--- src/rtl/nib_alu_pkg.sv ---
package nib_alu_pkg;

    typedef enum logic [2:0] {
        OP_ADD = 3'd0,
        OP_ADC = 3'd1,
        OP_SUB = 3'd2,
        OP_SBC = 3'd3,
        OP_AND = 3'd4,
        OP_OR  = 3'd5,
        OP_XOR = 3'd6,
        OP_CMP = 3'd7
    } alu_op_e;

    typedef enum logic [1:0] {
        SH_NONE  = 2'd0,
        SH_LEFT  = 2'd1,
        SH_RIGHT = 2'd2,
        SH_ROTL  = 2'd3
    } shift_e;

    typedef enum logic [1:0] {
        FN_ADD = 2'd0,
        FN_AND = 2'd1,
        FN_OR  = 2'd2,
        FN_XOR = 2'd3
    } core_fn_e;

    typedef enum logic [1:0] {
        ST_IDLE = 2'd0,
        ST_LOW  = 2'd1,
        ST_HIGH = 2'd2
    } state_e;

    function automatic logic op_is_sub(input alu_op_e op);
        return (op == OP_SUB) || (op == OP_SBC) || (op == OP_CMP);
    endfunction

    function automatic logic op_is_arith(input alu_op_e op);
        return (op == OP_ADD) || (op == OP_ADC) || op_is_sub(op);
    endfunction

    function automatic core_fn_e op_core_fn(input alu_op_e op);
        case (op)
            OP_AND:  return FN_AND;
            OP_OR:   return FN_OR;
            OP_XOR:  return FN_XOR;
            default: return FN_ADD;
        endcase
    endfunction

endpackage

--- src/rtl/nib_slice.sv ---
module nib_slice
    import nib_alu_pkg::*;
(
    input  logic     a,
    input  logic     b,
    input  logic     ci,
    input  core_fn_e fn,
    output logic     y,
    output logic     co
);
    always_comb begin
        y  = 1'b0;
        co = 1'b0;
        unique case (fn)
            FN_ADD: begin
                y  = a ^ b ^ ci;
                co = (a & b) | (a & ci) | (b & ci);
            end
            FN_AND: y = a & b;
            FN_OR:  y = a | b;
            FN_XOR: y = a ^ b;
        endcase
    end
endmodule

--- src/rtl/nib_core.sv ---
module nib_core
    import nib_alu_pkg::*;
#(
    parameter int W = 4
) (
    input  logic [W-1:0] a,
    input  logic [W-1:0] b,
    input  logic         ci,
    input  core_fn_e     fn,
    output logic [W-1:0] y,
    output logic         co
);
    logic [W:0] chain;
    assign chain[0] = ci;

    for (genvar i = 0; i < W; i++) begin : g_slice
        nib_slice u_slice (
            .a  (a[i]),
            .b  (b[i]),
            .ci (chain[i]),
            .fn (fn),
            .y  (y[i]),
            .co (chain[i+1])
        );
    end

    assign co = chain[W];
endmodule

--- src/rtl/nib_alu_ctl.sv ---
module nib_alu_ctl
    import nib_alu_pkg::*;
(
    input  logic clk,
    input  logic rst_n,
    input  logic start,
    output logic load,
    output logic sel_high,
    output logic lat_low,
    output logic lat_fin
);
    state_e state_q, state_d;

    always_ff @(posedge clk or negedge rst_n) begin
        if (!rst_n) state_q <= ST_IDLE;
        else        state_q <= state_d;
    end

    always_comb begin
        state_d  = state_q;
        load     = 1'b0;
        sel_high = 1'b0;
        lat_low  = 1'b0;
        lat_fin  = 1'b0;
        unique case (state_q)
            ST_IDLE: begin
                load = start;
                if (start) state_d = ST_LOW;       // accept
            end
            ST_LOW: begin
                lat_low = 1'b1;
                state_d = ST_HIGH;                 // low_done
            end
            ST_HIGH: begin
                sel_high = 1'b1;
                lat_fin  = 1'b1;
                state_d  = ST_IDLE;                // commit
            end
            default: state_d = ST_IDLE;
        endcase
    end
endmodule

--- src/rtl/nib_alu_top.sv ---
module nib_alu_top
    import nib_alu_pkg::*;
#(
    parameter int NIB_W = 4
) (
    input  logic                 clk,
    input  logic                 rst_n,
    input  logic                 start,
    input  logic [2:0]           op_sel,
    input  logic [1:0]           shift_sel,
    input  logic [2*NIB_W-1:0]   opd_a,
    input  logic [2*NIB_W-1:0]   opd_b,
    input  logic                 carry_in,
    output logic [2*NIB_W-1:0]   result,
    output logic                 flag_c,
    output logic                 flag_h,
    output logic                 flag_z,
    output logic                 flag_s,
    output logic                 done
);
    localparam int DATA_W = 2 * NIB_W;

    logic load, sel_high, lat_low, lat_fin;

    nib_alu_ctl u_ctl (
        .clk      (clk),
        .rst_n    (rst_n),
        .start    (start),
        .load     (load),
        .sel_high (sel_high),
        .lat_low  (lat_low),
        .lat_fin  (lat_fin)
    );

    // Operand shaping at load time
    alu_op_e           op_in;
    logic [DATA_W-1:0] a_shaped, b_shaped;
    logic              c0_in;

    assign op_in = alu_op_e'(op_sel);

    always_comb begin
        unique case (shift_e'(shift_sel))
            SH_NONE:  a_shaped = opd_a;
            SH_LEFT:  a_shaped = {opd_a[DATA_W-2:0], 1'b0};
            SH_RIGHT: a_shaped = {1'b0, opd_a[DATA_W-1:1]};
            SH_ROTL:  a_shaped = {opd_a[DATA_W-2:0], opd_a[DATA_W-1]};
        endcase
        b_shaped = op_is_sub(op_in) ? ~opd_b : opd_b;
        unique case (op_in)
            OP_ADC:         c0_in = carry_in;
            OP_SUB, OP_CMP: c0_in = 1'b1;
            OP_SBC:         c0_in = ~carry_in;
            default:        c0_in = 1'b0;
        endcase
    end

    // Operand latches and inter-pass state
    logic [DATA_W-1:0] a_q, b_q;
    alu_op_e           op_q;
    logic              c0_q;
    logic [NIB_W-1:0]  lo_q;
    logic              hc_q;

    // Shared nibble datapath
    logic [NIB_W-1:0] core_a, core_b, core_y;
    logic             core_ci, core_co;

    assign core_a  = sel_high ? a_q[DATA_W-1:NIB_W] : a_q[NIB_W-1:0];
    assign core_b  = sel_high ? b_q[DATA_W-1:NIB_W] : b_q[NIB_W-1:0];
    assign core_ci = sel_high ? hc_q : c0_q;

    nib_core #(.W(NIB_W)) u_core (
        .a  (core_a),
        .b  (core_b),
        .ci (core_ci),
        .fn (op_core_fn(op_q)),
        .y  (core_y),
        .co (core_co)
    );

    logic [DATA_W-1:0] joined;
    assign joined = {core_y, lo_q};

    always_ff @(posedge clk or negedge rst_n) begin
        if (!rst_n) begin
            a_q    <= '0;
            b_q    <= '0;
            op_q   <= OP_ADD;
            c0_q   <= 1'b0;
            lo_q   <= '0;
            hc_q   <= 1'b0;
            result <= '0;
            flag_c <= 1'b0;
            flag_h <= 1'b0;
            flag_z <= 1'b0;
            flag_s <= 1'b0;
            done   <= 1'b0;
        end else begin
            done <= lat_fin;
            if (load) begin
                a_q  <= a_shaped;
                b_q  <= b_shaped;
                op_q <= op_in;
                c0_q <= c0_in;
            end
            if (lat_low) begin
                lo_q <= core_y;
                hc_q <= core_co;
            end
            if (lat_fin) begin
                if (op_q != OP_CMP) result <= joined;
                flag_z <= (joined == '0);
                flag_s <= joined[DATA_W-1];
                if (op_is_arith(op_q)) begin
                    flag_c <= op_is_sub(op_q) ? ~core_co : core_co;
                    flag_h <= op_is_sub(op_q) ? ~hc_q : hc_q;
                end else begin
                    flag_c <= 1'b0;
                    flag_h <= 1'b0;
                end
            end
        end
    end
endmodule

--- config.mk ---
export PLATFORM = sky130hd
export DESIGN_NAME = nib_alu_top
export DESIGN_NICKNAME = d
export VERILOG_FILES = /design/src/rtl/nib_alu_pkg.sv /design/src/rtl/nib_slice.sv /design/src/rtl/nib_core.sv /design/src/rtl/nib_alu_ctl.sv /design/src/rtl/nib_alu_top.sv
export SDC_FILE = /design/constraint.sdc
export NUM_CORES = 1
export LEC_CHECK = 0
export BUFFER_PORTS_ARGS = -buffer_cell sky130_fd_sc_hd__buf_2
export CAP_MARGIN = 15
export CORE_ASPECT_RATIO = 0.8
export CORE_MARGIN = 8
export CORE_UTILIZATION = 53
export DETAILED_ROUTE_END_ITERATION = 6
export PLACE_DENSITY = 0.76
export SLEW_MARGIN = 20
export SYNTH_ARGS = -nofsm -noshare
export SYNTH_HDL_FRONTEND = slang
export SYNTH_SLANG_ARGS = --single-unit
--- constraint.sdc ---
create_clock -name clk -period 6 [get_ports clk]
set_input_delay 0.3 -clock clk [delete_from_list [all_inputs] [get_ports clk]]
set_output_delay 0.3 -clock clk [all_outputs]
set_load 0.02 [all_outputs]
==> summary.txt <==
Job
  – Max Cap Violations: 0

Routing
  – DRT Wirelength: 4630 µm
  – Met3 WL post-DR: 237 µm
  – Wire per inst: ~14 µm
  – DRT antenna net count: 0
  – Max Used Layer: met4
  – Violation count after the first detailed-route iteration: 91
  – Via count: ~1,700
  – TritonRoute pass-1 iters: 4
  – DRC viols: 0
  – WL met2: 1980 µm
  – Metal-1 WL: 2360 µm
  – Vias per cell: 5.29

Cells and area
  – Diode count: 0
  – Layout Cells excl Fill: 321
  – Fraction of final layout cells sized beyond drive strength 1: between 20% and 30%
  – Commonest non-fill, non-tap cell in the layout: dfrtp_1
  – Commonest cells after routing, fill and taps aside: 40 x dfrtp_1, 37 x nand2_1, 37 x buf_2
  – Fin nets: 301
  – Layout fillers: approximately 380
  – Area Growth Syn to Fin: 11.0%

Floorplanning
  – Ports: 38
  – Num rows: 21
  – Die Footprint: ~0.0067 mm²
  – Die Height: 74.6 µm
  – Area of the core: slightly above 0.004 mm²
  – Die Width: 89.3 µm
  – Initial Utilization: 54.9%

Clocking
  – CTS hold repair buffers: 0
  – Post_cts resized: 0
  – Post-CTS Setup Repair Bufs: 0
  – Worst-skew pair later-pin latency: 0.28 ns
  – CTS tree: yes
  – H-tree depth: 2
  – Reg clk slew, reported paths: ~0.070 ns
  – TritonCTS Buffers: 5
  – Root buffer cell: clkbuf_8
  – TritonCTS sink count: 40
  – Maximum buffer depth of the clock tree: 2

Pwr
  – Switching power as a share of total power: between 30% and 40%
  – Clk pwr share: 15.5%
  – P_sw: between 0.3 and 0.4 mW
  – Flop pwr share: 42.5%
  – PwrDens: 398 mW/mm²
  – VDD IR max: 158 µV
  – Cell Int Power: 0.611 mW
  – Logic pwr share: 42.0%
  – Leakage: 1.24 nW

Placement
  – Hpwl dp: roughly 3500 µm
  – Cells after DPL: ~320
  – GPL Wtd Cong: 0.885
  – Port Buffer Count: 37

Synth
  – Ys async rst share: 100%
  – Synth Instances: 233
  – Synth warn: 0
  – Number of flops mapped to enable cells by yosys: 0
  – Synth cell types: 43
  – Syn_area_per_cell: just under 10 µm²
  – Post-synth net total: about 270
  – Sequential area share after synthesis: 43.9%
  – Register bit total from synthesis: 40
  – Area of the mapped netlist: 0.00228 mm²
  – Primary FF master, synth: dfrtp_1

Global route
  – GRT overflow: 0
  – First-pass GRT wire length: 7840 µm
  – Initial antenna violation count: 0
  – All-Layer GR Usage: about 15%
  – Largest net degree at the start of global routing: 41
  – Vias in the first global route: 1,658

STA
  – Final period util: 66.2%
  – Final hold viol count: 0
  – Tightest Pin Transition: approximately 1.0 ns
  – Final Max Slew Viols: 0
  – Slew Limit Headroom: 32.9%
  – F_max: 252 MHz
  – Setup violations, final: 0
  – RSZ-0062 raised after global routing: no
  – Worst hold slack: 0.137 ns
  – Min cycle time layout: 3.97 ns
  – Clk_skew: 0.00343 ns
  – Setup TNS: 0 ns

Status
  – Status: finished, final reports clean

Setup path
  – Worst setup SP type: register
  – CP peak stage delay: ~0.54 ns
  – Crit path max fanout: 13
  – Worst Path Required: roughly 6.2 ns
  – Worst Setup SP: u_ctl.state_q[0]
  – CP Cell Sequence: nand2b_1, mux2i_4, maj3_1, nor2_1, fa_1, nand2b_1, fa_1, or2_2, fa_1, nor2b_1, o21ai_0, o221ai_1, nor2_1, a32o_1
  – Setup CP Type: reg2reg
  – RR Startpoint: u_ctl.state_q[0]
  – Crit path DAT: ~4.2 ns
  – Nature of the critical path endpoint: register
  – Critical path's most frequent cell: fa_1
  – Slowest CP cell: fa_1

Hold path
  – Min-Delay Path Class: in2async
[final cells by class]
type                            instances  area (µm²)  share of cell area, %
Multi-Input combinational cell        168        1150                   45.3
Sequential cell                        40        1000                   39.6
Timing Repair Buffer                   37         185                   7.32
Tap cell                               57        71.3                   2.82
Clock buffer                            5        68.8                   2.72
Inverter                               14        57.6                   2.27
[registers in the layout, indices dropped and copies added (netlist names), 2 cells and up]
signal / flops
a_q: 8
u_ctl.state_q: 2
lo_q: 4
b_q: 8
result: 8
op_q: 3
[layer usage]
layer  global-route usage, %  vias to the layer above
met4                    4.78                        0
met3                    3.93                        7
li1                        -                      862
met5                       0                        -
met1                    22.2                      790
met2                    21.7                       39
[metrics by stage]
stage | utilization, % | instance area, µm² | power [mW] | setup WS [ns]
2_1_floorplan | - | 2280 | 0.733 | 2.67
3_3_place_gp | 59.3 | 2460 | 0.840 | 2.20
3_5_place_dp | 59.3 | 2460 | 0.858 | 2.06
4_1_cts | 60.9 | 2530 | 1.02 | 2.05
5_1_grt | 60.9 | 2530 | 1.09 | 1.80
6_report | 60.9 | 2530 | 1.01 | 2.03
[kinds of logic (layout without fill, tap and decap cells)]
logic type,after synthesis,after routing,synth area share (%)
AND/OR/NAND/NOR,74,74,15.2
AO/OA/AOI/OAI,51,51,13.3
flip-flops,40,40,43.9
buffers and inverters,25,56,5.77
multiplexers,23,23,11.4
adder cells (fa/ha/maj),11,11,6.92
XOR/XNOR,9,9,3.46
[synth_stat cells, types with 7 or more instances]
cell type   n  area (µm²)
nor2_1     15        56.3
o21ai_0    30         150
inv_1      13        48.8
mux2_2      7        78.8
mux2i_1    13         130
nand2_1    37         139
dfrtp_1    40        1000
a21oi_1     7        35.0
ha_1        7        87.6
xor2_1      8        70.1
[path summary, 6_finish.rpt]
path                                     to  slack [ns]  cells past startpoint
min in group clk                    op_q[0]        0.29                      3
hold reg to reg                   result[4]        0.48                      2
setup / recovery                     flag_z        2.03                     14
max in group asynchronous         result[5]        5.32                      1
hold / removal             u_ctl.state_q[1]        0.14                      1
setup reg to reg                     flag_z        2.03                     14
[power groups by stage]
stage               sequential, mW  combinational [mW]  clock, mW
finish                       0.429               0.423      0.156
global placement             0.431               0.409          0
detailed placement           0.434               0.424          0
floorplan                    0.451               0.282          0
CTS                          0.429               0.427      0.160
global route                 0.444               0.480      0.170
[critical path: cells and delay by family, from the launching register on]
family                   cells  cell delay [ns]
AND/OR/NAND/NOR              6             1.17
adder cells (fa/ha/maj)      4             1.42
AO/OA/AOI/OAI                3             0.57
flip-flops                   1             0.38
multiplexers                 1             0.36
No activity file was read; power rests on OpenSTA's default activity.
